`config.mk`:
```
export PLATFORM = sky130hd
export DESIGN_NAME = serial_reg_port
export DESIGN_NICKNAME = d
export VERILOG_FILES = /design/src/rtl/serial_reg_port.sv
export SDC_FILE = /design/constraint.sdc
export NUM_CORES = 1
export LEC_CHECK = 0
export BUFFER_PORTS_ARGS = -buffer_cell sky130_fd_sc_hd__buf_2
export CAP_MARGIN = 20
export CORE_MARGIN = 10
export CORE_UTILIZATION = 51
export DETAILED_ROUTE_END_ITERATION = 8
export PLACE_DENSITY = 0.81
export SLEW_MARGIN = 25
export SYNTH_ARGS = -nofsm -noshare
export SYNTH_HDL_FRONTEND = slang
export SYNTH_SLANG_ARGS = --single-unit
```
`constraint.sdc`:
```
create_clock -name clk -period 4.8 [get_ports clk]
set_input_delay 0.72 -clock clk [delete_from_list [all_inputs] [get_ports clk]]
set_output_delay 0.72 -clock clk [all_outputs]
set_load 0.1 [all_outputs]
```
`src/rtl/serial_reg_port.sv`:
```
module serial_reg_port #(
  parameter int NUM_CTRL = 4,
  parameter int NUM_STAT = 2,
  parameter logic [5:0] STAT_BASE = 6'h20,
  parameter logic [5:0] IEN_BASE = 6'h28,
  parameter logic [NUM_CTRL*8-1:0] CTRL_RST = 32'h0F00815A,
  parameter int SYNC_STAGES = 2
) (
  input  logic                  clk,
  input  logic                  rst_n,
  input  logic                  cs_n,
  input  logic                  sclk,
  input  logic                  sdi,
  output logic                  sdo,
  output logic                  sdo_oe,
  output logic [NUM_CTRL*8-1:0] ctrl_out,
  input  logic [NUM_STAT*8-1:0] stat_in,
  output logic                  irq_n
);
  localparam int LAST = 15;
  localparam int DONE = 16;

  logic [SYNC_STAGES-1:0] cs_sy, ck_sy, di_sy;
  logic cs_s, ck_s, di_s, ck_d;
  logic ck_rise, ck_fall;
  logic [4:0] cnt;
  logic rw;
  logic [5:0] addr;
  logic [7:0] wsr, txb, rd_byte, wr_data;
  logic last_bit, commit_wr, done_rd;
  logic [NUM_STAT*8-1:0] lat_flat, ien_flat;

  always_ff @(posedge clk or negedge rst_n)
    if (!rst_n) begin
      cs_sy <= '1;
      ck_sy <= '0;
      di_sy <= '0;
      ck_d  <= 1'b0;
    end else begin
      cs_sy <= {cs_sy[SYNC_STAGES-2:0], cs_n};
      ck_sy <= {ck_sy[SYNC_STAGES-2:0], sclk};
      di_sy <= {di_sy[SYNC_STAGES-2:0], sdi};
      ck_d  <= ck_s;
    end

  assign cs_s = cs_sy[SYNC_STAGES-1];
  assign ck_s = ck_sy[SYNC_STAGES-1];
  assign di_s = di_sy[SYNC_STAGES-1];
  assign ck_rise = ck_s & ~ck_d & ~cs_s;
  assign ck_fall = ~ck_s & ck_d & ~cs_s;

  assign last_bit  = ck_rise && cnt == 5'(LAST);
  assign commit_wr = last_bit && !rw;
  assign done_rd   = last_bit && rw;
  assign wr_data   = {di_s, wsr[7:1]};

  always_ff @(posedge clk or negedge rst_n)
    if (!rst_n) begin
      cnt  <= '0;
      rw   <= 1'b0;
      addr <= '0;
      wsr  <= '0;
      txb  <= '0;
    end else if (cs_s) begin
      cnt <= '0;
    end else if (ck_rise && cnt != 5'(DONE)) begin
      cnt <= cnt + 5'd1;
      if (cnt == 5'd0) rw <= di_s;
      if (cnt >= 5'd1 && cnt <= 5'd6) addr <= {di_s, addr[5:1]};
      if (cnt == 5'd7) txb <= rd_byte;
      if (cnt >= 5'd8) wsr <= wr_data;
    end

  always_ff @(posedge clk or negedge rst_n)
    if (!rst_n) begin
      sdo_oe <= 1'b0;
      sdo    <= 1'b0;
    end else if (cs_s) begin
      sdo_oe <= 1'b0;
    end else if (ck_fall) begin
      if (rw && cnt >= 5'd8 && cnt <= 5'(LAST)) begin
        sdo_oe <= 1'b1;
        sdo    <= txb[cnt[2:0]];
      end else begin
        sdo_oe <= 1'b0;
      end
    end

  for (genvar g = 0; g < NUM_CTRL; g++) begin : g_ctrl
    logic [7:0] r;
    always_ff @(posedge clk or negedge rst_n)
      if (!rst_n) r <= CTRL_RST[g*8 +: 8];
      else if (commit_wr && addr == 6'(g)) r <= wr_data;
    assign ctrl_out[g*8 +: 8] = r;
  end

  for (genvar g = 0; g < NUM_STAT; g++) begin : g_stat
    logic [7:0] lat, ien;
    logic clr;
    assign clr = done_rd && addr == STAT_BASE + 6'(g);
    always_ff @(posedge clk or negedge rst_n)
      if (!rst_n) begin
        lat <= '0;
        ien <= '0;
      end else begin
        lat <= (lat & ~(clr ? txb : 8'h00)) | stat_in[g*8 +: 8];
        if (commit_wr && addr == IEN_BASE + 6'(g)) ien <= wr_data;
      end
    assign lat_flat[g*8 +: 8] = lat;
    assign ien_flat[g*8 +: 8] = ien;
  end

  always_comb begin
    rd_byte = '0;
    for (int i = 0; i < NUM_CTRL; i++)
      if (addr == 6'(i)) rd_byte = ctrl_out[i*8 +: 8];
    for (int i = 0; i < NUM_STAT; i++) begin
      if (addr == STAT_BASE + 6'(i)) rd_byte = lat_flat[i*8 +: 8];
      if (addr == IEN_BASE + 6'(i)) rd_byte = ien_flat[i*8 +: 8];
    end
  end

  assign irq_n = ~|(lat_flat & ien_flat);

  AST_CNT_BOUND: assert property (@(posedge clk) disable iff (!rst_n)
    cnt <= 5'(DONE));
  AST_OE_IDLE: assert property (@(posedge clk) disable iff (!rst_n)
    cs_s |=> !sdo_oe);
  AST_OE_WRITE: assert property (@(posedge clk) disable iff (!rst_n)
    !rw |-> !sdo_oe);
  AST_OE_START: assert property (@(posedge clk) disable iff (!rst_n)
    $rose(sdo_oe) |-> cnt == 5'd8);
  AST_CTRL_HOLD: assert property (@(posedge clk) disable iff (!rst_n)
    !commit_wr |=> $stable(ctrl_out));
  AST_LAT_STICKY: assert property (@(posedge clk) disable iff (!rst_n)
    !done_rd |=> ((lat_flat & $past(lat_flat)) == $past(lat_flat)));
endmodule

```
==> impl_metrics.py <==
metrics = {
    "status": {
        "status": "complete, no violations",
    },
    "critical_path": {
        "cp_max_fo": 8,
        "required_ps": 5060,
        "critPathLaunchType": "flop",
        "max_stage_delay_ps": 600,
        "crit_buf_inv": 0,
        "crit_top_cell": "ha_1",
        "path_cells": "ha_1 -> and3_1 -> ha_1 -> nand4bb_4 -> or2_1 -> nor3b_2 -> mux2_2",
        "slowest_stage": "nor3b_2",
        "end_kind": "flop",
        "critPathArrivalTime_ps": 3040,
        "worstSetupPathType": "reg -> reg",
        "crit_family": "simple AND/OR/NAND/NOR gates",
    },
    "synthesis": {
        "synth-seq-cells": 100,
        "syn-cell-area_um2": 4730,
        "synth.top_cell.area_share_pct": 46.5,
        "synth_top_area_cell": "dfrtp_1",
        "synth-edff-count": 0,
        "synth.avg_cell_area_um2": 13.6,
        "synth_area_leaders": "dfrtp_1, mux2_2, dfstp_2",
        "synth_nets": 375,
        "synth_ff_type": "dfrtp_1",
        "syn_inst": 349,
        "ys_seq_area_share_pct": 53.2,
        "ys_types": 47,
        "ys.warnings.count": 0,
        "async_reset_ff_share_pct": 100,
    },
    "die": {
        "die_area_um2": 13500,
        "row_count": 35,
        "die_w_um": 116,
        "ioPinCount": 56,
        "start_util_pct": 51.7,
        "die_height_um": 116,
        "core_area_um2": 9150,
    },
    "clocking": {
        "clk_path_buf_depth": 2,
        "cts.sinks": 100,
        "cts_max_level": 3,
        "worstSkewPairLatency_ps": 370,
        "cts_tree": "built",
        "cts_setup_buffers": 0,
        "numCtsBuffers": 9,
        "ctsResizeCount": 0,
        "clkTransAtPathRegs_ps": 100,
        "cts-root-buf": "clkbuf_8",
        "holdBufCountCts": 0,
    },
    "final_layout": {
        "final_core_util_pct": 57.5,
        "num_antenna_cells": 0,
        "num-fill-cells": 725,
        "mostFrequentLayoutCells": "dfrtp_1, mux2_2, buf_2",
        "nNetsFinal": 427,
        "area_growth_pct": 11.2,
        "layout_commonest_cell": "dfrtp_1",
        "final_cells": 517,
        "drive_gt1_share_pct": 46.6,
    },
    "power": {
        "p_leak_nw": 2.32,
        "peakVddDrop_mv": 0.198,
        "power_frac_seq_pct": 57.0,
        "fin_total_pwr_mw": 1.61,
        "power.share.clock_pct": 31.3,
        "power.density_nw_per_um2": 307,
        "cellInternalPower_mw": 1.15,
        "total_switching_power_mw": 0.462,
        "p_sw_share_pct": 28.6,
        "power_frac_comb_pct": 11.7,
    },
    "sta": {
        "max_freq_mhz": 359,
        "max_slew_margin_pct": 39.4,
        "tns_ps": 0,
        "drv_slew": 0,
        "hold_viol_final": 0,
        "finalCritPeriodShare_pct": 58.0,
        "tightest_slew_ps": 897,
        "report.final.setup_viol": 0,
        "grt_setup_unrepaired": "false",
        "fin_skew_ps": 8.91,
        "period_minus_slack_ps": 2780,
    },
    "min_path": {
        "hp-class": "reg -> reg",
    },
    "global_routing": {
        "grt_overflow": 0,
        "grt_pass1_wl_um": 17700,
        "antenna_found_initial": 0,
        "track_usage_pct": 16.8,
        "grt_max_degree": 62,
        "first_global_vias": 3258,
    },
    "drt": {
        "firstDrtPassIters": 4,
        "dr_total_vias": 3131,
        "drt_iter0_drc": 179,
        "routed_via_density": 6.06,
        "drcViolationCount": 0,
        "antenna_left": 0,
        "routed_wl_um": 10700,
        "drt-wirelength-per-cell_um": 20.7,
    },
    "place": {
        "place_hpwl_um": 7820,
        "placed_cells": 501,
        "place.gp.congestion": 0.862,
        "io_buffers": 55,
    },
    "run": {
        "cap_viol_max_count": 0,
    },
}
## layout make-up
cell class / instances / area (um^2) / area share [%]
Clock buffer: 9 / 124 / 2.35
Timing Repair Buffer: 56 / 285 / 5.42
Multi-Input combinational cell: 223 / 2100 / 39.9
Tap cell: 111 / 139 / 2.64
Inverter: 11 / 41.3 / 0.784
Clock inverter: 7 / 58.8 / 1.12
Sequential cell: 100 / 2520 / 47.8
## state kept, by name (all words and copies together), names as in the netlist
name and count:
ck_sy 2, cnt 5, txb 8, di_sy 2, g_stat.lat 16, g_stat.ien 16, cs_sy 2, rw 1
wsr 7, sdo_oe 1, sdo 1, ck_d 1, addr 6, g_ctrl.r 32
## power by group through the flow
| stage | Clock, mW | Sequential (mW) | Combinational [mW] |
|---|---|---|---|
| 6_report | 0.504 | 0.920 | 0.190 |
| 2_1_floorplan | 0 | 0.898 | 0.162 |
| 4_1_cts | 0.517 | 0.914 | 0.187 |
| 5_1_grt | 0.552 | 0.926 | 0.208 |
| 3_3_place_gp | 0 | 0.928 | 0.180 |
| 3_5_place_dp | 0 | 0.930 | 0.187 |
## final timing paths
kind                                   to  startpoint  slack (ps)  cells past startpoint
hold reg to reg                  di_sy[1]    di_sy[0]         360                      0
setup reg to reg           g_ctrl[0].r[0]      cnt[1]        2020                      7
setup / recovery           g_ctrl[0].r[0]      cnt[1]        2020                      7
hold / removal                   di_sy[1]    di_sy[0]         360                      0
max in group asynchronous          txb[2]       rst_n        3370                      2
min in group asynchronous        di_sy[0]       rst_n         410                      1
## synthesized netlist by cell type (2+ instances only)
cell type / n
nor3b_1: 3
dfstp_2: 12
mux4_2: 10
nand2_1: 23
inv_1: 11
and3_1: 3
mux2_2: 70
a22oi_1: 4
ha_1: 5
o21ai_0: 9
nor4_2: 2
a221oi_1: 5
nor2_1: 9
nand3_1: 4
nor2_2: 2
a221oi_2: 11
a31oi_1: 2
buf_2: 5
dfrtp_1: 88
nand2b_1: 4
clkbuf_1: 6
nor2b_1: 3
a21o_1: 16
xnor2_1: 3
nor4_1: 2
a22o_1: 2
buf_6: 4
nor4bb_1: 3
nor3_1: 10
## layer usage
layer	part of all wire, %	track usage, %	wire length (um)	vias up
li1	-	-	-	1396
met1	45	22.4	4820	1625
met2	47	26.1	5040	95
met3	6.6	5.39	705	15
met4	1.1	3.42	119	0
met5	0	0	0	-
## per-stage QoR
stage	area, um^2	setup slack [ps]	hold WS (ps)
after floorplan	4730	1940	331
after global placement	5070	1990	335
after detailed placement	5070	1800	339
after CTS	5260	1820	362
after global routing	5260	1870	360
final	5260	2020	361
## cell families (layout without fill, tap and decap cells)
kind of cell	count (synthesis)	after routing	synth area share (%)
compound gates	55	55	10.2
buf+inv	26	83	2.83
xor+xnor	3	3	0.555
flops	100	100	53.2
fa+ha+maj	5	5	1.32
mux	80	80	21.4
simple gates	80	80	10.5
Note: power is estimated with default switching activity, not from simulation.
